<file path="config.mk">
export PLATFORM = sky130hd
export DESIGN_NAME = dll_lock_seq
export DESIGN_NICKNAME = d
export VERILOG_FILES = /design/src/rtl/dll_lock_seq.sv
export SDC_FILE = /design/constraint.sdc
export NUM_CORES = 1
export LEC_CHECK = 0
export BUFFER_PORTS_ARGS = -buffer_cell sky130_fd_sc_hd__buf_2
export CAP_MARGIN = 30
export CORE_MARGIN = 4
export CORE_UTILIZATION = 51
export CTS_CLUSTER_DIAMETER = 40
export DETAILED_ROUTE_END_ITERATION = 7
export PLACE_DENSITY = 0.76
export SLEW_MARGIN = 20
export SYNTH_ARGS = -nofsm -noshare
export SYNTH_HDL_FRONTEND = slang
export SYNTH_SLANG_ARGS = --single-unit
</file>
<file path="constraint.sdc">
create_clock -name clk -period 3.38 [get_ports clk]
set_input_delay 0.169 -clock clk [delete_from_list [all_inputs] [get_ports clk]]
set_output_delay 0.169 -clock clk [all_outputs]
set_load 0.1 [all_outputs]
</file>
<file path="src/rtl/dll_lock_seq.sv">
module dll_lock_seq #(
  parameter int CW = 3,
  parameter int FW = 6,
  parameter int DW = 5,
  parameter int SW = 8,
  parameter int MIN_SETTLE = 4
) (
  input  logic          clk,
  input  logic          rst,
  input  logic [SW-1:0] settle,
  input  logic [2:0]    crs_pd,
  input  logic [2:0]    fin_pd,
  input  logic          duty_hi,
  output logic [CW-1:0] crs_code,
  output logic [FW-1:0] fin_code,
  output logic [DW-1:0] duty_code,
  output logic          locked,
  output logic          duty_ok,
  output logic          err
);

  typedef enum logic [1:0] {S_CRS, S_FIN, S_DUTY, S_HOLD} st_t;

  localparam logic [CW-1:0] C_MID = CW'(1) << (CW-1);
  localparam logic [FW-1:0] F_MID = FW'(1) << (FW-1);
  localparam logic [DW-1:0] D_MID = DW'(1) << (DW-1);
  localparam logic [CW-1:0] C_ONE = CW'(1);
  localparam logic [FW-1:0] F_ONE = FW'(1);
  localparam logic [DW-1:0] D_ONE = DW'(1);
  localparam logic [SW-1:0] S_MIN = SW'(MIN_SETTLE);
  localparam logic [SW-1:0] S_ONE = SW'(1);

  st_t           st;
  logic [SW-1:0] wcnt, eff;
  logic          have_prev, prev_up;
  logic          crs_v, fin_v, up, top, bot, flip, blocked, evalv;

  assign crs_v = (crs_pd[0] & crs_pd[1]) | (crs_pd[0] & crs_pd[2]) | (crs_pd[1] & crs_pd[2]);
  assign fin_v = (fin_pd[0] & fin_pd[1]) | (fin_pd[0] & fin_pd[2]) | (fin_pd[1] & fin_pd[2]);
  assign eff   = (settle < S_MIN) ? S_MIN : settle;
  assign evalv = (st != S_HOLD) && (wcnt >= eff - S_ONE);

  always_comb begin
    case (st)
      S_CRS:   begin up = crs_v;    top = &crs_code;  bot = ~|crs_code;  end
      S_FIN:   begin up = fin_v;    top = &fin_code;  bot = ~|fin_code;  end
      default: begin up = ~duty_hi; top = &duty_code; bot = ~|duty_code; end
    endcase
  end

  assign flip    = have_prev && (up != prev_up);
  assign blocked = up ? top : bot;

  always_ff @(posedge clk) begin
    if (rst) begin
      st        <= S_CRS;
      wcnt      <= '0;
      have_prev <= 1'b0;
      prev_up   <= 1'b0;
      crs_code  <= C_MID;
      fin_code  <= F_MID;
      duty_code <= D_MID;
      locked    <= 1'b0;
      duty_ok   <= 1'b0;
      err       <= 1'b0;
    end else if (evalv) begin
      wcnt <= '0;
      if (flip) begin
        have_prev <= 1'b0;
        case (st)
          S_CRS:   st <= S_FIN;
          S_FIN:   begin st <= S_DUTY; locked <= 1'b1; end
          default: begin st <= S_HOLD; duty_ok <= 1'b1; end
        endcase
      end else if (blocked) begin
        err <= 1'b1;
        st  <= S_HOLD;
      end else begin
        have_prev <= 1'b1;
        prev_up   <= up;
        case (st)
          S_CRS:   crs_code  <= up ? crs_code + C_ONE  : crs_code - C_ONE;
          S_FIN:   fin_code  <= up ? fin_code + F_ONE  : fin_code - F_ONE;
          default: duty_code <= up ? duty_code + D_ONE : duty_code - D_ONE;
        endcase
      end
    end else if (st != S_HOLD) begin
      wcnt <= wcnt + S_ONE;
    end
  end

endmodule

</file>
==> results <==
- The finished cells cover 2650 µm².
- The share of layout cells above drive strength 1 is about a third.
- The number of antenna violations at the first check in global routing is 0.
- The clock period could shrink to ~3.3 ns.
- The clock arrives with slightly above 0.007 ns of skew.
- Leaving out fill and tap cells, the most frequent cell in the layout is sky130_fd_sc_hd__buf_2.
- The standard-cell row count is 22.
- The critical path in this run is classified as input pin to register.
- 34 I/O pins were placed.
- Measured along the x axis, the die boundary spans approximately 72 µm.
- The vias after detailed routing is around 2000.
- The wire length of the first global-routing pass is 8280 µm.
- From synthesis to final layout, the design area changed by 27.4%.
- The highest net fanout along the worst path is 10.
- The post-layout total power is 854 µW.
- Among all flip-flop cells after synthesis, the most frequent one is sky130_fd_sc_hd__dfxtp_1.
- In this run, post-CTS hold repair placed 0 buffers.
- The final-report hold violation count is 0.
- The number of global-route vias before repair was 1779.
- Detailed placement finished with a half-perimeter wire length of 3640 µm.
- The worst min-delay path class is input pin to register.
- Setup repair after global routing could not meet its margin everywhere.
- The TritonCTS clock tree is built.
- The tool flagged a number of max-cap violations equal to 0.
- The pre-antenna-repair detailed-routing pass consisted of 4 iterations.
- The total overflow left after global routing is 0.
- In this run the power spent charging and discharging nets is 213 µW.
- After the first detailed-routing iteration, the DRC count stood at 80.
- The total power density per cell area is 322 nW/µm².
- The number of H-tree levels is 2.
- The clock tree buffer depth is 2.
- Setup violations remaining at the end of the flow were counted as 0.
- The gate count after technology mapping is between 200 and 250.
- The average footprint of a synthesized cell is 8.86 µm².
- The clock transition at the register clock pins on the worst setup and hold paths after CTS is 0.07 ns.
- Net switching is approximately 25% of the power.
- The share of flip-flops with an asynchronous set or reset is 0%.
- The final layout contains 322 nets.
- The max-slew headroom at the worst pin is 67.7%.
- The area enclosed by the die boundary is 5170 µm².
- For the worst setup path, the data required time is 3.56 ns.
- The part of the power in the clock network is 44.4%.
- Cell internal power was estimated by the tool at 641 µW.
- Buffers placed on the I/O ports in this run total 33.
- The tree built by TritonCTS fans out to 29 sinks.
- The fraction of power consumed by combinational cells is between 10% and 20%.
- The largest voltage drop on the vdd net is 0.000233 V.
- The fill cell total of the finished layout is 313.
- The category of the worst setup path capture point is a register.
- The standard cell area after detailed placement is ~2400 µm².
- The buffer cell driving the clock tree root is sky130_fd_sc_hd__clkbuf_8.
- The startpoint type of the worst setup path is an input pin.
- The number of max-slew violations in the final report is 0.
- The analysis attributes to cell leakage a power of 1.11 nW.
- The sequential element share of the synthesized area is 27.9%.
- Synthesis inferred 29 register bits.
- Leaving out fill and tap cells, the most frequent cells in the layout are 31 x sky130_fd_sc_hd__buf_2, 29 x sky130_fd_sc_hd__dfxtp_1, 26 x sky130_fd_sc_hd__nor2_1.
- The antenna diode instance count is 0.
- The synthesized area is roughly 2100 µm².
- The initial utilization of the core area, before any placement, comes to between 50% and 60%.
- The detail route stage leaves a number of antenna-violating nets equal to 0.
- After detailed routing, the number of remaining DRC violations is 0.
- The later pin in the worst-skew pair is clocked with a latency of just under 0.3 ns.
- The worst slack after detailed placement is -0.304 ns.
- The total nets after synthesis is ~270.
- The global placement routability congestion is around 0.84.
- Of the available clock period, the critical path in the final layout requires 98.6%.
- The final worst slack is 0.0466 ns.
- The pin count of the biggest net entering global routing is 25.
- In the global route stage, overall resource usage came out at 20.0%.
- Yosys mapped the design onto 55 distinct sky130hd cell types.
- Buffers inserted during clock tree synthesis total 5.
- Sequential cells burn 41.3% of the power.
- The synthesized design contains 0 enable-type register cells.
- The floorplan die height is 71.9 µm.
- The via count normalized by instance count is 5.90.
- The achievable frequency is 300 MHz.
- The flow ran to the end, and the final reports show no timing, DRC or antenna violations.
- The routed wire length is roughly 5000 µm.
- The end-of-flow core utilization is 69.8%.
- Data arrives at the worst endpoint at 3.51 ns.
- The transition time at the pin with the least slew margin is 0.488 ns.
- Yosys printed 0 warnings.
- The core region is ~3800 µm².
- The average routed wire per standard cell is 15.0 µm.
-- cell type report --
type | count | area (µm²) | share of cell area (%)
multi-input combinational | 187 | 1540 | 57.9
sequential | 29 | 581 | 21.9
timing repair buffer | 49 | 305 | 11.5
clock buffer | 6 | 82.6 | 3.11
tap | 48 | 60.1 | 2.26
inverter | 13 | 51.3 | 1.93
clock inverter | 2 | 37.5 | 1.42
-- cells in the mapped netlist, drive strengths merged (2+ instances only) --
library cell  count  share of area (%)
dfxtp            29                 28
nor2             28                5.9
ha               17                 10
inv              13                2.5
nand2            13                2.3
xor2             13                5.5
a21oi            12                2.9
nand4             9                2.7
xnor2             7                2.9
a31oi             6                1.8
nor4              6                2.1
o21ai             6                1.4
mux2i             5                3.0
nor2b             5                1.5
o21a              5                1.8
nand3             4                1.2
o311ai            4                1.7
o41ai             4                1.7
or4               4                1.4
a211oi            3                1.1
a21o              3                1.1
and4              3                1.3
buf               3                1.6
clkbuf            3               0.72
fa                3                2.9
o31ai             3                1.1
a311oi            2               0.84
and3              2               0.60
maj3              2                1.1
mux2              2                1.3
nand2b            2               0.60
nor3              2               0.48
or2               2               0.60
-- power by group through the flow --
| stage | clock (mW) | sequential (mW) | combinational (mW) |
|---|---|---|---|
| after floorplan | 0 | 0.362 | 0.0704 |
| after global placement | 0 | 0.360 | 0.111 |
| after detailed placement | 0 | 0.360 | 0.114 |
| after CTS | 0.390 | 0.353 | 0.116 |
| after global routing | 0.405 | 0.353 | 0.137 |
| final | 0.380 | 0.353 | 0.122 |
-- state kept, by name, indices dropped and copies added (netlist names) --
name and cells:
duty_ok 1, prev_up 1, duty_code 5, err 1
fin_code 6, st 2, locked 1, have_prev 1
crs_code 3, wcnt 8
-- final timing paths --
check             startpoint      endpoint  slack [ns]  cells after the start
setup / recovery   settle[6]   fin_code[0]        0.05                     15
hold / removal           rst       duty_ok        0.32                      2
setup reg to reg       st[1]  duty_code[4]        0.56                     11
hold reg to reg      duty_ok       duty_ok        0.47                      2
-- critical path, stage by stage --
cell                      delay, ns
sky130_fd_sc_hd__buf_6         0.09
sky130_fd_sc_hd__or4_4         0.53
sky130_fd_sc_hd__or2_4         0.27
sky130_fd_sc_hd__o21ai_4       0.13
sky130_fd_sc_hd__ha_2          0.20
sky130_fd_sc_hd__nand2_2       0.05
sky130_fd_sc_hd__or4_1         0.42
sky130_fd_sc_hd__xor2_1        0.16
sky130_fd_sc_hd__ha_1          0.30
sky130_fd_sc_hd__nand4_1       0.13
sky130_fd_sc_hd__o31ai_2       0.27
sky130_fd_sc_hd__nand4_1       0.14
sky130_fd_sc_hd__buf_6         0.19
sky130_fd_sc_hd__nor3_4        0.15
sky130_fd_sc_hd__mux2_4        0.32
-- layer usage --
metal | global-route usage, % | vias up | share of wire (%)
met3 | 5.12 | 8 | 6.2
met1 | 29.8 | 939 | 48
li1 | - | 976 | -
met5 | 0 | - | 0
met2 | 27.9 | 48 | 44
met4 | 6.68 | 0 | 1.6
-- timing repair --
action	4_1_cts	5_1_grt
endpoints found under the setup margin	1	16
resized for setup	2	19
pin swaps	0	4
setup buffers	0	2
gates cloned	0	0
-- stage by stage --
step	setup TNS, ns	hold WS [ns]	std cells
floorplan	0	0.335	235
global placement	-2.56	0.451	324
detailed placement	-3.39	0.458	324
finish	0	0.315	334
global route	-0.676	0.322	334
CTS	0	0.280	332
-- logic make-up (layout without fill, tap and decap cells) --
family | count (synthesis) | in the layout | synth area share, %
XOR/XNOR | 20 | 20 | 8.41
AO/OA/AOI/OAI | 56 | 56 | 19.0
multiplexers | 7 | 7 | 4.27
adder cells (fa/ha/maj) | 22 | 22 | 14.2
buffers and inverters | 19 | 70 | 4.81
flip-flops | 29 | 29 | 27.9
AND/OR/NAND/NOR | 82 | 82 | 21.5
Note: power is estimated with default switching activity, not from simulation.
